## src/rtl/cmd_status_pkg.sv

```systemverilog
package cmd_status_pkg;
   localparam int OPC_W = 5;

   typedef enum logic [OPC_W-1:0] {
      OPC_GLOBAL_RST = 5'd0,
      OPC_WIN_SEL    = 5'd1,
      OPC_INT_REQ    = 5'd12,
      OPC_EVT_ACK    = 5'd13,
      OPC_INT_MASK   = 5'd14,
      OPC_VIS_MASK   = 5'd15
   } opcode_e;

   localparam int EVT_LATCH_BIT = 0;
   localparam int EVT_REQ_BIT   = 6;
endpackage

```

## src/rtl/cmd_decoder.sv

```systemverilog
module cmd_decoder
   import cmd_status_pkg::*;
#(
   parameter int CMD_W   = 16,
   parameter int NUM_EVT = 8,
   parameter int WIN_W   = 3
) (
   input  logic               we,
   input  logic               busy,
   input  logic [CMD_W-1:0]   data,
   output logic               do_rst,
   output logic               do_win,
   output logic               do_req,
   output logic               do_ack,
   output logic               do_imask,
   output logic               do_vmask,
   output logic [NUM_EVT-1:0] arg_evt,
   output logic [WIN_W-1:0]   arg_win
);
   localparam int ARG_W = CMD_W - OPC_W;

   logic             accept;
   logic [OPC_W-1:0] opc;
   logic [ARG_W-1:0] arg;

   assign accept  = we && !busy;
   assign opc     = data[CMD_W-1 -: OPC_W];
   assign arg     = data[ARG_W-1:0];
   assign arg_evt = arg[NUM_EVT-1:0];
   assign arg_win = arg[WIN_W-1:0];

   always_comb begin
      do_rst   = 1'b0;
      do_win   = 1'b0;
      do_req   = 1'b0;
      do_ack   = 1'b0;
      do_imask = 1'b0;
      do_vmask = 1'b0;
      if (accept) begin
         case (opc)
            OPC_GLOBAL_RST: do_rst   = 1'b1;
            OPC_WIN_SEL:    do_win   = 1'b1;
            OPC_INT_REQ:    do_req   = 1'b1;
            OPC_EVT_ACK:    do_ack   = 1'b1;
            OPC_INT_MASK:   do_imask = 1'b1;
            OPC_VIS_MASK:   do_vmask = 1'b1;
            default: ;
         endcase
      end
   end

   generate
      if (NUM_EVT < ARG_W) begin : g_spare
         logic unused_arg_hi;
         assign unused_arg_hi = ^arg[ARG_W-1:NUM_EVT];
      end
   endgenerate

   always_comb begin
      AST_ONE_STROBE: assert ($countones({do_rst, do_win, do_req, do_ack,
                                         do_imask, do_vmask}) <= 1);
   end
endmodule

```

## src/rtl/evt_bank.sv

```systemverilog
module evt_bank #(
   parameter int NUM_EVT = 8
) (
   input  logic               clk,
   input  logic               rst_n,
   input  logic               clr_all,
   input  logic [NUM_EVT-1:0] set_vec,
   input  logic [NUM_EVT-1:0] ack_vec,
   output logic [NUM_EVT-1:0] evt_q
);
   genvar gi;
   generate
      for (gi = 0; gi < NUM_EVT; gi++) begin : g_bit
         always_ff @(posedge clk or negedge rst_n) begin
            if (!rst_n)              evt_q[gi] <= 1'b0;
            else if (clr_all)        evt_q[gi] <= 1'b0;
            else if (set_vec[gi])    evt_q[gi] <= 1'b1;
            else if (ack_vec[gi])    evt_q[gi] <= 1'b0;
         end

         AST_SET_WINS: assert property (@(posedge clk) disable iff (!rst_n)
            (set_vec[gi] && !clr_all) |=> evt_q[gi]);
         AST_ACK_CLEARS: assert property (@(posedge clk) disable iff (!rst_n)
            (ack_vec[gi] && !set_vec[gi]) |=> !evt_q[gi]);
         AST_STICKY: assert property (@(posedge clk) disable iff (!rst_n)
            (evt_q[gi] && !ack_vec[gi] && !clr_all) |=> evt_q[gi]);
      end
   endgenerate
endmodule

```

## src/rtl/busy_timer.sv

```systemverilog
module busy_timer #(
   parameter int BUSY_CYCLES = 16
) (
   input  logic clk,
   input  logic rst_n,
   input  logic load,
   output logic busy
);
   localparam int CNT_W = $clog2(BUSY_CYCLES + 1);

   logic [CNT_W-1:0] cnt_q;

   always_ff @(posedge clk or negedge rst_n) begin
      if (!rst_n)          cnt_q <= '0;
      else if (load)       cnt_q <= CNT_W'(BUSY_CYCLES);
      else if (cnt_q != 0) cnt_q <= cnt_q - 1'b1;
   end

   assign busy = (cnt_q != '0);

   AST_BUSY_BOUND: assert property (@(posedge clk) disable iff (!rst_n)
      cnt_q <= CNT_W'(BUSY_CYCLES));
   AST_BUSY_AFTER_LOAD: assert property (@(posedge clk) disable iff (!rst_n)
      load |=> busy);
endmodule

```

## src/rtl/cmd_status_unit.sv

```systemverilog
module cmd_status_unit
   import cmd_status_pkg::*;
#(
   parameter int CMD_W       = 16,
   parameter int NUM_EVT     = 8,
   parameter int WIN_W       = 3,
   parameter int BUSY_CYCLES = 16
) (
   input  logic               clk,
   input  logic               rst_n,
   input  logic               cmd_we,
   input  logic [CMD_W-1:0]   cmd_data,
   input  logic [NUM_EVT-1:0] src_evt,
   output logic [CMD_W-1:0]   status_o,
   output logic               irq_o
);
   localparam int ARG_W  = CMD_W - OPC_W;
   localparam int RSVD_W = CMD_W - WIN_W - 1 - NUM_EVT;

   generate
      if (NUM_EVT > ARG_W || NUM_EVT <= EVT_REQ_BIT) begin : g_bad_evt
         $error("NUM_EVT must cover the request bit and fit the argument");
      end
      if (WIN_W > ARG_W || RSVD_W < 0) begin : g_bad_win
         $error("status word cannot hold window, busy and events");
      end
      if (BUSY_CYCLES < 1) begin : g_bad_busy
         $error("BUSY_CYCLES must be at least 1");
      end
   endgenerate

   logic               busy;
   logic               do_rst, do_win, do_req, do_ack, do_imask, do_vmask;
   logic [NUM_EVT-1:0] arg_evt;
   logic [WIN_W-1:0]   arg_win;
   logic [NUM_EVT-1:0] evt_q, set_vec, ack_vec;
   logic [NUM_EVT-1:0] imask_q, vmask_q;
   logic [WIN_W-1:0]   win_q;

   cmd_decoder #(.CMD_W(CMD_W), .NUM_EVT(NUM_EVT), .WIN_W(WIN_W)) u_dec (
      .we(cmd_we), .busy(busy), .data(cmd_data),
      .do_rst(do_rst), .do_win(do_win), .do_req(do_req), .do_ack(do_ack),
      .do_imask(do_imask), .do_vmask(do_vmask),
      .arg_evt(arg_evt), .arg_win(arg_win)
   );

   busy_timer #(.BUSY_CYCLES(BUSY_CYCLES)) u_busy (
      .clk(clk), .rst_n(rst_n), .load(do_rst), .busy(busy)
   );

   always_comb begin
      set_vec = src_evt;
      set_vec[EVT_REQ_BIT]   = src_evt[EVT_REQ_BIT] | do_req;
      set_vec[EVT_LATCH_BIT] = src_evt[EVT_LATCH_BIT] | irq_o;
      ack_vec = do_ack ? arg_evt : '0;
   end

   evt_bank #(.NUM_EVT(NUM_EVT)) u_evt (
      .clk(clk), .rst_n(rst_n), .clr_all(do_rst),
      .set_vec(set_vec), .ack_vec(ack_vec), .evt_q(evt_q)
   );

   always_ff @(posedge clk or negedge rst_n) begin
      if (!rst_n) begin
         win_q   <= '0;
         imask_q <= '0;
         vmask_q <= '1;
      end else if (do_rst) begin
         win_q   <= '0;
         imask_q <= '0;
         vmask_q <= '1;
      end else begin
         if (do_win)   win_q   <= arg_win;
         if (do_imask) imask_q <= arg_evt;
         if (do_vmask) vmask_q <= arg_evt;
      end
   end

   assign irq_o    = |(evt_q[NUM_EVT-1:1] & imask_q[NUM_EVT-1:1]);
   assign status_o = {win_q, busy, {RSVD_W{1'b0}}, evt_q & vmask_q};

   AST_WIN_LOAD: assert property (@(posedge clk) disable iff (!rst_n)
      (cmd_we && !busy && cmd_data[CMD_W-1 -: OPC_W] == OPC_WIN_SEL)
      |=> win_q == $past(cmd_data[WIN_W-1:0]));
   AST_BUSY_IGNORE: assert property (@(posedge clk) disable iff (!rst_n)
      (cmd_we && busy) |=> ($stable(win_q) && $stable(imask_q)
                            && $stable(vmask_q)));
   AST_IRQ_LATCH: assert property (@(posedge clk) disable iff (!rst_n)
      (irq_o && !do_rst) |=> evt_q[EVT_LATCH_BIT]);
   AST_REQ_SETS: assert property (@(posedge clk) disable iff (!rst_n)
      do_req |=> evt_q[EVT_REQ_BIT]);
endmodule

```

## config.mk

```make
export PLATFORM = sky130hd
export DESIGN_NAME = cmd_status_unit
export DESIGN_NICKNAME = d
export VERILOG_FILES = /design/src/rtl/cmd_status_pkg.sv /design/src/rtl/cmd_decoder.sv /design/src/rtl/evt_bank.sv /design/src/rtl/busy_timer.sv /design/src/rtl/cmd_status_unit.sv
export SDC_FILE = /design/constraint.sdc
export NUM_CORES = 1
export LEC_CHECK = 0
export BUFFER_PORTS_ARGS = -buffer_cell sky130_fd_sc_hd__buf_2
export CAP_MARGIN = 20
export CORE_MARGIN = 4
export CORE_UTILIZATION = 40
export DETAILED_ROUTE_END_ITERATION = 10
export PLACE_DENSITY = 0.74
export REMOVE_ABC_BUFFERS = 1
export SLEW_MARGIN = 20
export SYNTH_ARGS = -nofsm -noshare
export SYNTH_HDL_FRONTEND = slang
export SYNTH_HIERARCHICAL = 1
export SYNTH_SLANG_ARGS = --single-unit
```

## constraint.sdc

```tcl
create_clock -name clk -period 2.9 [get_ports clk]
set_clock_uncertainty 0.05 [all_clocks]
set_input_delay 0.29 -clock clk [delete_from_list [all_inputs] [get_ports clk]]
set_output_delay 0.29 -clock clk [all_outputs]
set_load 0.005 [all_outputs]
```

* After elaboration in Yosys (flattened, before gate mapping) *
Index checks and enable logic that the tools add are counted.

storage, ports and cells
  register bits = 32
  output and inout bits = 17

cells by class
  $add $sub $neg = 1
  eq/ne operators = 5
  muxes and demuxes = 45
  bitwise logic cells = 4
  reduce and logical (&&, ||, !) cells = 17

operators with widths
  kind                 number
  $mux 8               5
  $mux 1               36
  $reduce_bool 3->1    8
  $eq 5x4->1 const B   4
  $mux 5               2
  $and 8x8->8          1
  $reduce_bool 2->1    4
  $and 7x7->7          1
  $reduce_or 7->1      1
  $mux 3               2
  $eq 5x1->1 const B   1
  $logic_not 5->1      1
  $reduce_bool 5->1    1
  $sub 5x1->5 const B  1
  $or 1x1->1           2
  $logic_and 1x1->1    1
  $logic_not 1->1      1

* Longest topological paths before layout *
Gate-level depths: netlist (run 1).

  depth in word-level cells = 8
  gate-level depth with buffers = 10
  mapped depth without buffers = 8

* Cells and area by module *
The synthesis (run 1) kept the hierarchy.

by module, submodules not included
  module           times used  cells an instance  area each (um^2)  seq. area each (um^2)
  cmd_status_unit  1           86                 938.4             460.4
  evt_bank         1           33                 421.7             200.2
  busy_timer       1           25                 261.5             125.1
  cmd_decoder      1           24                 153.9             0.0

* Least setup slack after synthesis (run 1) *
OpenSTA, ideal clock, no wires.

  kind = flip-flop to flip-flop
  from = reg u_busy.cnt_q[0]
  to = reg vmask_q[0]
  arrival = 2.733 ns
  path slack = 0.035 ns
  stages on the path, launching flop included = 11
  period minus slack after synthesis = 2.865 ns
  path through = dfrtp_1 > inv_1 > ha_1 > or4b_4 > buf_6 > or3b_1 > clkbuf_2 > nor3_1 > buf_6 > nor2b_1 > a211o_1

on the way
  longest elaborated chain between the ends = 5

ends and longest elaborated chain
  what                                line                   source
  start: declaration                  busy_timer.sv:11       logic [CNT_W-1:0] cnt_q;
  start signal: assignment            busy_timer.sv:15       else if (load) cnt_q <= CNT_W'(BUSY_CYCLES);
  start signal: assignment            busy_timer.sv:16       else if (cnt_q != 0) cnt_q <= cnt_q - 1'b1;
  $reduce_bool 5->1                   busy_timer.sv:19       assign busy = (cnt_q != '0);
  net busy                            cmd_status_unit.sv:32  logic busy;
  $logic_not 1->1                     cmd_decoder.sv:26      assign accept = we && !busy;
  $logic_and 1x1->1                   cmd_decoder.sv:26
  $mux 1                              cmd_decoder.sv:39      if (accept) begin
  net do_vmask                        cmd_status_unit.sv:33  logic do_rst, do_win, do_req, do_ack, do_imask, do_vmask;
  $reduce_bool 2->1 (no source line)  --
  end signal: assignment              cmd_status_unit.sv:75  if (do_vmask) vmask_q <= arg_evt;
  end: declaration                    cmd_status_unit.sv:37  logic [NUM_EVT-1:0] imask_q, vmask_q;

The timed path passes the listed nets, and every way through them passes these cells.
A chain may end at the register's enable or synchronous reset.

* Worst setup path in the final report (run 1) *
  from = reg u_busy.cnt_q[0]
  to = reg vmask_q[6]

on the way
  longest elaborated chain between the ends = 5

ends and longest elaborated chain
  what                                line
  $reduce_bool 5->1                   busy_timer.sv:19
  $logic_not 1->1                     cmd_decoder.sv:26
  $logic_and 1x1->1                   cmd_decoder.sv:26
  $mux 1                              cmd_decoder.sv:39
  net do_vmask                        cmd_status_unit.sv:33
  $reduce_bool 2->1 (no source line)  --

The timed path passes the listed nets, and every way through them passes these cells.

==> metrics.yaml, run 1 <==
logic_synthesis:
  netlist.area_leader.share_pct: 32.4
  synth.distinct_cells: 36
  synth_common_cells: "dfrtp_1, and2_1, buf_4, nor2_1, inv_1"
  async_flop_share_pct: 100
  ys.warnings.count: 6
  synth_edf_count: 0
  synthFlopType: "dfrtp_1"
  yosys.cell_count.top_type: "dfrtp_1"
  ys_seq_area_share_pct: 44.3
  yosys.area.top_type: "dfrtp_1"
  synthCells: 168
  avgSynthCellArea_um2: 10.6
  netlist_area_mm2: 0.00178
  synthTopCellsByArea: "dfrtp_1, dfstp_2, buf_4"
  ys_ff_latch: 31
cts:
  htree_levels: 2
  cts_resized: 0
  cts_tree: "done"
  cts.clk_slew.worst_paths_ns: 0.07
  cts_hold_buf: 0
  cts_sinks: 31
  cts_root_buffer: "clkbuf_8"
  clockBufferDepth: 2
  cts_setup_buffers: 0
  clock_latency_ns: 0.28
  cts_buffers: 5
power:
  power_density_mw_per_mm2: 670
  p_leak_nw: 1.00
  peakVddDrop_mv: 0.305
  finalPower_mw: 1.34
floorplan:
  die_x_um: 74.6
  core_area_mm2: 0.00414
  rows: 23
  start_util_pct: 42.8
  pin_count: 44
  die_area_mm2: 0.00557
  die_h_um: 74.6
grt:
  grt_usage_pct: 13.1
  first_global_vias: 1161
  grt_overflow_total: 0
  antenna_found_initial: 0
  grt_pass1_wl_mm: 5.43
  grt_max_degree: 32
sta:
  whs_ns: -0.0134
  maxSlewViolCount: 0
  setup-violations-final: 0
  fmax_mhz: 368
  period_share_pct: 93.7
  fin_crit_ns: 2.72
  slew_headroom_pct: 54.8
  hold_viol_final: 15
  rsz0062_at_grt: "false"
  tightest_slew_ns: 0.678
detailed_routing:
  drt-pass1-iter-count: 4
  num_vias: 1171
  routed_via_density: 4.74
  route.detailed.drc: 0
  ant_nets: 0
  avgRoutedWirePerCell_um: 13.5
  wl_mm: 3.33
  drt_iter0_markers: 34
setup_path:
  crit_fanout: 16
  startpoint: "u_busy/cnt_q[0]"
  worst_ep_required_time_ns: 3.06
  start_kind: "flop"
  cp-endpoint: "vmask_q[6]"
  path_class: "reg2reg"
  cp-end-kind: "flop"
  cp.arrival_ns: 2.87
  r2r_end: "vmask_q[6]"
  worstRegToRegCells: 8
  reg2reg_slack_ns: 0.18
  r2r_start: "u_busy/cnt_q[0]"
placement:
  port_buffers: 36
  placed_area_mm2: 0.00191
  dp_hpwl_mm: 2.33
  gp_congestion: 0.713
  dp.cells: 239
outcome:
  violations: "negative hold slack"
  outcome: "complete, but fails checks"
finish:
  multi_input_area_um2: 791
  drive_gt1_share_pct: 42.1
  post-route-util_pct: 48.4
  nets: 224
  final_cell_area_mm2: 0.00201
  antenna_cells: 0
  syn2layout_area_growth_pct: 13.0
  n_fill_cell: 407
  final-seq-area_um2: 786
  finalNonFillerCells: 247
hold_path:
  hold_path_class: "in2async"
run:
  maxCapViolCount: 0
power breakdown:
part	internal, mW	switching [mW]	total [mW]
Combinational	0.220	0.170	0.390
Sequential	0.553	0.0523	0.605
Clock	0.191	0.158	0.349
area by class of cell:
| class | count | area share (%) |
|---|---|---|
| Inverter | 12 | 2.25 |
| Timing Repair Buffer | 41 | 11.5 |
| Multi-Input combinational cell | 105 | 39.4 |
| Clock buffer | 7 | 4.30 |
| Sequential cell | 31 | 39.2 |
| Clock inverter | 1 | 0.250 |
| Tap cell | 50 | 3.12 |
layout by cell type, fill, tap and decap left out, types with 2 or more instances in the layout:
master and count:
a211o_1 3, a211o_2 6, a21oi_1 2, a21oi_2 8
a22oi_1 2, and2_1 16, buf_2 36, buf_4 4
clkbuf_8 6, conb_1 4, dfrtp_1 23, dfstp_2 8
inv_1 12, mux2i_1 10, nand2_1 4, nand2b_4 8
nor2_1 13, nor2b_1 8, nor3_1 2, nor4_1 2
critical path: stages, from the launching register on:
cell     delay, ns
dfrtp_1       0.41
inv_1         0.06
ha_1          0.21
or4b_4        0.54
or3b_1        0.53
nor3_1        0.22
buf_4         0.25
nor2b_1       0.07
a211o_2       0.31
flip-flops by register name, summed over array words and instances, names as in the netlist:
register / count
imask_q: 7
u_busy/cnt_q: 5
u_evt/evt_q: 8
vmask_q: 8
win_q: 3
metal layers:
metal	vias to the layer above	track usage (%)	wire length (um)	part of all wire [%]
li1	591	-	-	-
met1	540	17.2	1560	47
met2	40	20.4	1500	45
met3	0	5.07	271	8.1
met4	0	3.56	0	0
met5	-	0	0	0
logic make-up (layout without fill, tap and decap cells):
| family | Yosys count | count (layout) | share of synthesized area [%] |
|---|---|---|---|
| simple gates | 65 | 65 | 24.5 |
| buf+inv | 35 | 61 | 12.3 |
| flops | 31 | 31 | 44.3 |
| compound gates | 24 | 24 | 11.9 |
| mux | 10 | 10 | 5.64 |
| fa+ha+maj | 1 | 1 | 0.705 |
| other cells | 1 | 4 | 0.211 |
| xor+xnor | 1 | 1 | 0.493 |
worst min-delay path by stage:
| stage | from | endpoint | slack, ns | cells after the start |
|---|---|---|---|---|
| global route | rst_n | u_busy/cnt_q[2] | 0.05 | 1 |
| CTS | rst_n | u_busy/cnt_q[2] | 0.009 | 1 |
| floorplan | rst_n | imask_q[1] | -0.06 | 0 |
| detailed placement | rst_n | u_busy/cnt_q[2] | 0.32 | 1 |
| global placement | rst_n | u_busy/cnt_q[2] | 0.32 | 1 |
| finish | rst_n | u_busy/cnt_q[2] | -0.01 | 1 |
stage by stage:
stage,worst slack (ns),hold slack [ns],setup TNS [ns]
floorplan,-0.349,-0.0556,-8.48
global placement,0.227,0.321,0
detailed placement,0.193,0.323,0
CTS,0.172,0.00888,0
global route,0.0287,0.0513,0
finish,0.182,-0.0134,0
(Power assumes the default switching activity.)
==> run 2, diff against run 1 <==
Settings changed: SETUP_SLACK_MARGIN set to 0.3.
Clock period 2.9 ns to 2.4 ns, I/O delays scaled along.
==> run 2 against run 1 <==
  * The flow finishes with violations (negative setup slack)
  * Sequential power grew 20%
  * Non-clock buffer count up 20
  * First-iteration DRC count decreased by 2.9%
  * Register-to-register slack worse by 0.21 ns
  * Flip-flop and latch count unchanged
  * Critical path depth up 1
  * Final area is 14% higher
  * Routed wire length increased by 18%
  * Utilization increased by 7.0 points
==> metrics.yaml, run 2 (synthesis results as in run 1) <==
detailed_routing:
  num_vias: 1325  # was 1,171
  wl_met1_mm: 1.82  # was 1.56 mm
  wl_met2_mm: 1.83  # was 1.50 mm
  dr_wl_met3_um: 228  # was 271 um
  wl_mm: 3.94  # was 3.33 mm
  top_layer_used: "met4"  # was met3
  avgRoutedWirePerCell_um: 14.8  # was 13.5 um
  route.detailed.drc: 0  # unchanged
  drt-pass1-iter-count: 5  # was 4
  drt_iter0_markers: 33  # was 34
  ant_nets: 0  # unchanged
  routed_via_density: 4.96  # was 4.74
finish:
  n_fill_cell: 363  # was 407
  final-seq-area_um2: 786  # unchanged
  final_cell_mix: "buf_2, dfrtp_1, and2_1"  # unchanged
  layout_commonest_cell: "buf_2"  # unchanged
  largest_registers: "u_evt/evt_q (8), vmask_q (8), imask_q (7)"  # unchanged
  multi_input_area_um2: 833  # was 791 um2
  final_cell_area_mm2: 0.00230  # was 0.00201 mm2
  nets: 244  # was 224
  drive_gt1_share_pct: 47.9  # was 42.1%
  antenna_cells: 0  # unchanged
  syn2layout_area_growth_pct: 29.3  # was 13.0%
grt:
  first_global_vias: 1346  # was 1,161
  antenna_found_initial: 0  # unchanged
  grt_usage_pct: 15.5  # was 13.1%
  grt_overflow_total: 0  # unchanged
  grt_pass1_wl_mm: 6.35  # was 5.43 mm
  grt_max_degree: 32  # unchanged
cts:
  clockBufferDepth: 2  # unchanged
  cts_root_buffer: "clkbuf_8"  # unchanged
  cts_sinks: 31  # unchanged
  htree_levels: 2  # unchanged
  clock_latency_ns: 0.28  # about the same
  cts_tree: "done"  # unchanged
  cts.clk_slew.worst_paths_ns: 0.07  # about the same
  cts_buffers: 5  # unchanged
setup_path:
  crit_path_max_incr_delay_ns: 0.47  # was 0.54 ns
  startpoint: "u_busy/cnt_q[0]"  # unchanged
  r2r_start: "u_busy/cnt_q[0]"  # unchanged
  path_class: "reg2reg"  # unchanged
  cpMaxStageDelayCell: "or3b_4"  # was or4b_4
  cp-end-kind: "flop"  # unchanged
  crit_fanout: 8  # was 16
  path_cells: "inv_1 -> ha_1 -> or4b_4 -> or3b_4 -> nor3_1 -> buf_4 -> and2_1 -> nand2b_4 -> a21oi_2"  # was inv_1 -> ha_1 -> or4b_4 -> or3b_1 -> nor3_1 -> buf_4 -> nor2b_1 -> a211o_2
  start_kind: "flop"  # unchanged
  worst_ep_required_time_ns: 2.53  # was 3.06 ns
  cp.arrival_ns: 2.56  # was 2.87 ns
floorplan:
  die_h_um: 74.6  # unchanged
  rows: 23  # unchanged
  die_x_um: 74.6  # unchanged
  start_util_pct: 42.8  # unchanged
  pin_count: 44  # unchanged
  die_area_mm2: 0.00557  # unchanged
  core_area_mm2: 0.00414  # unchanged
sta:
  rsz0062_at_grt: "true"  # was false
  fin_setup_tns_ns: -0.123  # was 0 ns
  whs_ns: 0.134  # was -0.0134 ns
  fmax_mhz: 411  # was 368 MHz
  maxSlewViolCount: 0  # unchanged
  setup-violations-final: 8  # was 0
  fin_ws_ns: -0.0317  # was 0.182 ns
  hold_viol_final: 0  # was 15
  period_share_pct: 101  # was 93.7%
  slew_headroom_pct: 54.2  # was 54.8%
  tightest_slew_ns: 0.687  # was 0.678 ns
  fin_crit_ns: 2.43  # was 2.72 ns
power:
  power_density_mw_per_mm2: 730  # was 670 mW/mm2
  p_leak_nw: 1.15  # was 1.00 nW
  peakVddDrop_mv: 0.372  # was 0.305 mV
outcome:
  violations: "negative setup slack"  # was negative hold slack
  outcome: "complete, but fails checks"  # unchanged
placement:
  dp_hpwl_mm: 2.41  # was 2.33 mm
  gp_congestion: 0.716  # was 0.713
  placed_area_mm2: 0.00197  # was 0.00191 mm2
  port_buffers: 36  # unchanged
run:
  maxCapViolCount: 0  # unchanged
hold_path:
  hold_path_class: "in2reg"  # was in2async
  hp-start: "src_evt[5]"
==> run 2: worst paths after layout <==
path,to,slack (ns),cells past startpoint
max,u_evt/evt_q[0],-0.03,9
min,u_evt/evt_q[5],0.13,3
max reg2reg,u_evt/evt_q[0],-0.03,9
min reg2reg,u_busy/cnt_q[4],0.46,1
max in group asynchronous,u_evt/evt_q[7],1.37,2
min in group asynchronous,u_busy/cnt_q[3],0.48,2
==> run 2: timing repair <==
action,4_1_cts,5_1_grt
buffers inserted,7,0
endpoints found under the setup margin,31,31
gates cloned,4,0
pin swaps,4,1
gates resized for setup,13,3
endpoints found under the hold margin,23,0
hold buffers,1,0
==> run 2: layout make-up <==
cell class | count | share of cell area [%]
clock buffer | 7 | 3.32
inverter | 12 | 1.96
sequential | 31 | 34.2
multi-input combinational | 105 | 36.3
timing repair buffer | 61 | 21.3
clock inverter | 1 | 0.218
tap | 50 | 2.72
==> run 2: layer usage <==
metal,track usage (%),vias to the layer above
li1,-,639
met1,21.5,641
met2,23.4,38
met3,4.94,7
met4,4.35,0
met5,0,-
==> run 2: power by group <==
group,switching (mW),internal [mW]
logic,0.239,0.323
registers,0.0558,0.668
clock network,0.188,0.203
==> run 2: per-stage QoR <==
step	setup WS, ns	power [mW]	std cells	utilization [%]
global placement	-0.0296	1.26	247	47.6
global route	-0.107	1.80	267	55.4
CTS	0.0227	1.69	267	55.0
finish	-0.0317	1.68	267	55.4
floorplan	-0.849	1.05	148	-
detailed placement	-0.0500	1.28	247	47.6
==> run 2: critical path: cells and delay by family, from the launching register on <==
family / cells / cell delay [ns]
AO/OA/AOI/OAI: 1 / 0.05
flip-flops: 1 / 0.38
adder cells (fa/ha/maj): 1 / 0.15
buffers and inverters: 2 / 0.26
AND/OR/NAND/NOR: 5 / 1.44
==> run 3, diff against run 2 <==
Settings changed: SETUP_SLACK_MARGIN 0.3 to 0.15.
==> run 3 against run 2 <==
  * Combinational power is 1% lower
  * Fmax is 0.26% higher
  * The run still ends with negative setup slack left
  * Clock power hardly changed
==> metrics.yaml, run 3 (synthesis results as in run 1) <==
sta:
  hold_viol_final: 0  # unchanged
  fmax_mhz: 412  # was 411 MHz
  slew_headroom_pct: 53.2  # was 54.2%
  fin_ws_ns: -0.0253  # was -0.0317 ns
  rsz0062_at_grt: "true"  # unchanged
  tightest_slew_ns: 0.701  # was 0.687 ns
  maxSlewViolCount: 0  # unchanged
  whs_ns: 0.137  # was 0.134 ns
  fin_crit_ns: 2.43  # about the same
  period_share_pct: 101  # about the same
  setup-violations-final: 11  # was 8
floorplan:
  die_area_mm2: 0.00557  # unchanged
  die_h_um: 74.6  # unchanged
  pin_count: 44  # unchanged
  rows: 23  # unchanged
  core_area_mm2: 0.00414  # unchanged
  die_x_um: 74.6  # unchanged
  start_util_pct: 42.8  # unchanged
detailed_routing:
  top_layer_used: "met4"  # unchanged
  avgRoutedWirePerCell_um: 15.0  # was 14.8 um
  wl_mm: 3.92  # was 3.94 mm
  wl_met2_mm: 1.81  # was 1.83 mm
  routed_via_density: 5.01  # was 4.96
  drt_iter0_markers: 39  # was 33
  wl_met1_mm: 1.86  # was 1.82 mm
  num_vias: 1312  # was 1,325
  ant_nets: 0  # unchanged
  route.detailed.drc: 0  # unchanged
  dr_wl_met3_um: 207  # was 228 um
  drt-pass1-iter-count: 4  # was 5
setup_path:
  start_kind: "flop"  # unchanged
  cpMaxStageDelayCell: "or3b_4"  # unchanged
  worst_ep_required_time_ns: 2.53  # about the same
  crit_path_max_incr_delay_ns: 0.48  # was 0.47 ns
  crit_cells: 9  # unchanged
  crit_fanout: 8  # unchanged
  path_class: "reg2reg"  # unchanged
  worstRegToRegCells: 9  # unchanged
  cp.arrival_ns: 2.56  # about the same
  crit_family: "simple AND/OR/NAND/NOR gates"  # unchanged
  cp-end-kind: "flop"  # unchanged
  path_buf_inv: 2  # unchanged
  path_cells: "inv_1 -> ha_1 -> or4b_4 -> or3b_4 -> nor3_1 -> buf_4 -> and2_1 -> nand2b_4 -> a21oi_2"  # unchanged
finish:
  post-route-util_pct: 52.6  # was 55.4%
  final_cell_mix: "buf_2, dfrtp_1, and2_1"  # unchanged
  finalNonFillerCells: 262  # was 267
  antenna_cells: 0  # unchanged
  largest_registers: "u_evt/evt_q (8), vmask_q (8), imask_q (7)"  # unchanged
  n_fill_cell: 377  # was 363
  drive_gt1_share_pct: 46.7  # was 47.9%
  nets: 239  # was 244
  syn2layout_area_growth_pct: 22.8  # was 29.3%
  layout_commonest_cell: "buf_2"  # unchanged
cts:
  cts.clk_slew.worst_paths_ns: 0.07  # about the same
  cts_tree: "done"  # unchanged
  cts_root_buffer: "clkbuf_8"  # unchanged
  cts_buffers: 5  # unchanged
  htree_levels: 2  # unchanged
  clock_latency_ns: 0.28  # about the same
  clockBufferDepth: 2  # unchanged
  cts_sinks: 31  # unchanged
placement:
  port_buffers: 36  # unchanged
  dp_hpwl_mm: 2.41  # unchanged
  dp.cells: 247  # unchanged
  gp_congestion: 0.716  # unchanged
grt:
  first_global_vias: 1252  # was 1,346
  antenna_found_initial: 0  # unchanged
  grt_usage_pct: 13.9  # was 15.5%
  grt_pass1_wl_mm: 5.78  # was 6.35 mm
  grt_overflow_total: 0  # unchanged
  grt_max_degree: 32  # unchanged
outcome:
  violations: "negative setup slack"  # unchanged
  outcome: "complete, but fails checks"  # unchanged
power:
  finalPower_mw: 1.67  # was 1.68 mW
  netSwitchingFraction_pct: 28.9  # was 28.8%
  pwr-share-comb_pct: 33.1  # was 33.5%
  p_seq_share_pct: 43.3  # was 43.2%
  p_leak_nw: 1.10  # was 1.15 nW
  power_frac_clock_pct: 23.6  # was 23.3%
  power_density_mw_per_mm2: 767  # was 730 mW/mm2
  power.switching_mw: 0.484  # was 0.483 mW
  internal_power_mw: 1.19  # about the same
  peakVddDrop_mv: 0.350  # was 0.372 mV
hold_path:
  hold_depth: 3  # unchanged
  hold_path_class: "in2reg"  # unchanged
run:
  maxCapViolCount: 0  # unchanged
==> run 3: cell types whose count changed in the layout (fill, tap and decap cells not counted), sizes merged <==
cell | before | now
buf | 59 | 54
bufbuf | 1 | 0
clkbuf | 7 | 8
==> run 3: worst paths after layout <==
path / to / startpoint / slack (ns)
max: u_evt/evt_q[0] / u_busy/cnt_q[0] / -0.03
min: u_evt/evt_q[4] / src_evt[4] / 0.14
max reg2reg: u_evt/evt_q[0] / u_busy/cnt_q[0] / -0.03
min reg2reg: u_busy/cnt_q[4] / u_busy/cnt_q[4] / 0.47
max in group asynchronous: u_evt/evt_q[7] / rst_n / 1.35
min in group asynchronous: u_busy/cnt_q[3] / rst_n / 0.48
==> run 3: final cells by class <==
type	count	area [um2]	share of cell area [%]
Multi-Input combinational cell	105	825	37.8
Sequential cell	31	786	36.0
Timing Repair Buffer	56	382	17.5
Clock buffer	7	76.3	3.50
Tap cell	50	62.6	2.87
Inverter	12	45.0	2.07
Clock inverter	1	5.00	0.229
==> run 3: metrics by stage <==
stage	setup TNS (ns)	worst slack [ns]	cell area, um2
after global placement	-0.178	-0.0296	1970
final	-0.140	-0.0253	2180
after floorplan	-23.98	-0.849	1610
after detailed placement	-0.310	-0.0500	1970
after CTS	0	0.0196	2120
after global routing	-1.33	-0.0961	2180
==> run 3: per-layer routing <==
layer / vias up / track usage, %
met5: - / 0
li1: 628 / -
met4: 0 / 5.34
met1: 643 / 19.3
met2: 35 / 21.0
met3: 6 / 3.60
==> run 3: worst register-to-register path: cells and delay by family (launching register included) <==
kind / cells / cell delay, ns
buffers and inverters: 2 / 0.26
AOI/OAI and AO/OA: 1 / 0.05
DFF: 1 / 0.38
adders and majority gates: 1 / 0.14
and+or+nand+nor: 5 / 1.43
==> run 3: power by group through the flow <==
| stage | registers [mW] | clock network (mW) | logic [mW] |
|---|---|---|---|
| after global placement | 0.729 | 0 | 0.533 |
| after floorplan | 0.724 | 0 | 0.326 |
| after CTS | 0.725 | 0.403 | 0.553 |
| final | 0.724 | 0.394 | 0.554 |
| after detailed placement | 0.731 | 0 | 0.544 |
| after global routing | 0.738 | 0.430 | 0.620 |
==> run 3: timing repair <==
action,CTS,global route
gates resized for setup,8,5
hold endpoints to repair,23,0
cloned,1,2
endpoints found under the setup margin,31,31
pin swaps,2,2
buffers inserted,3,0
hold buffers,1,0
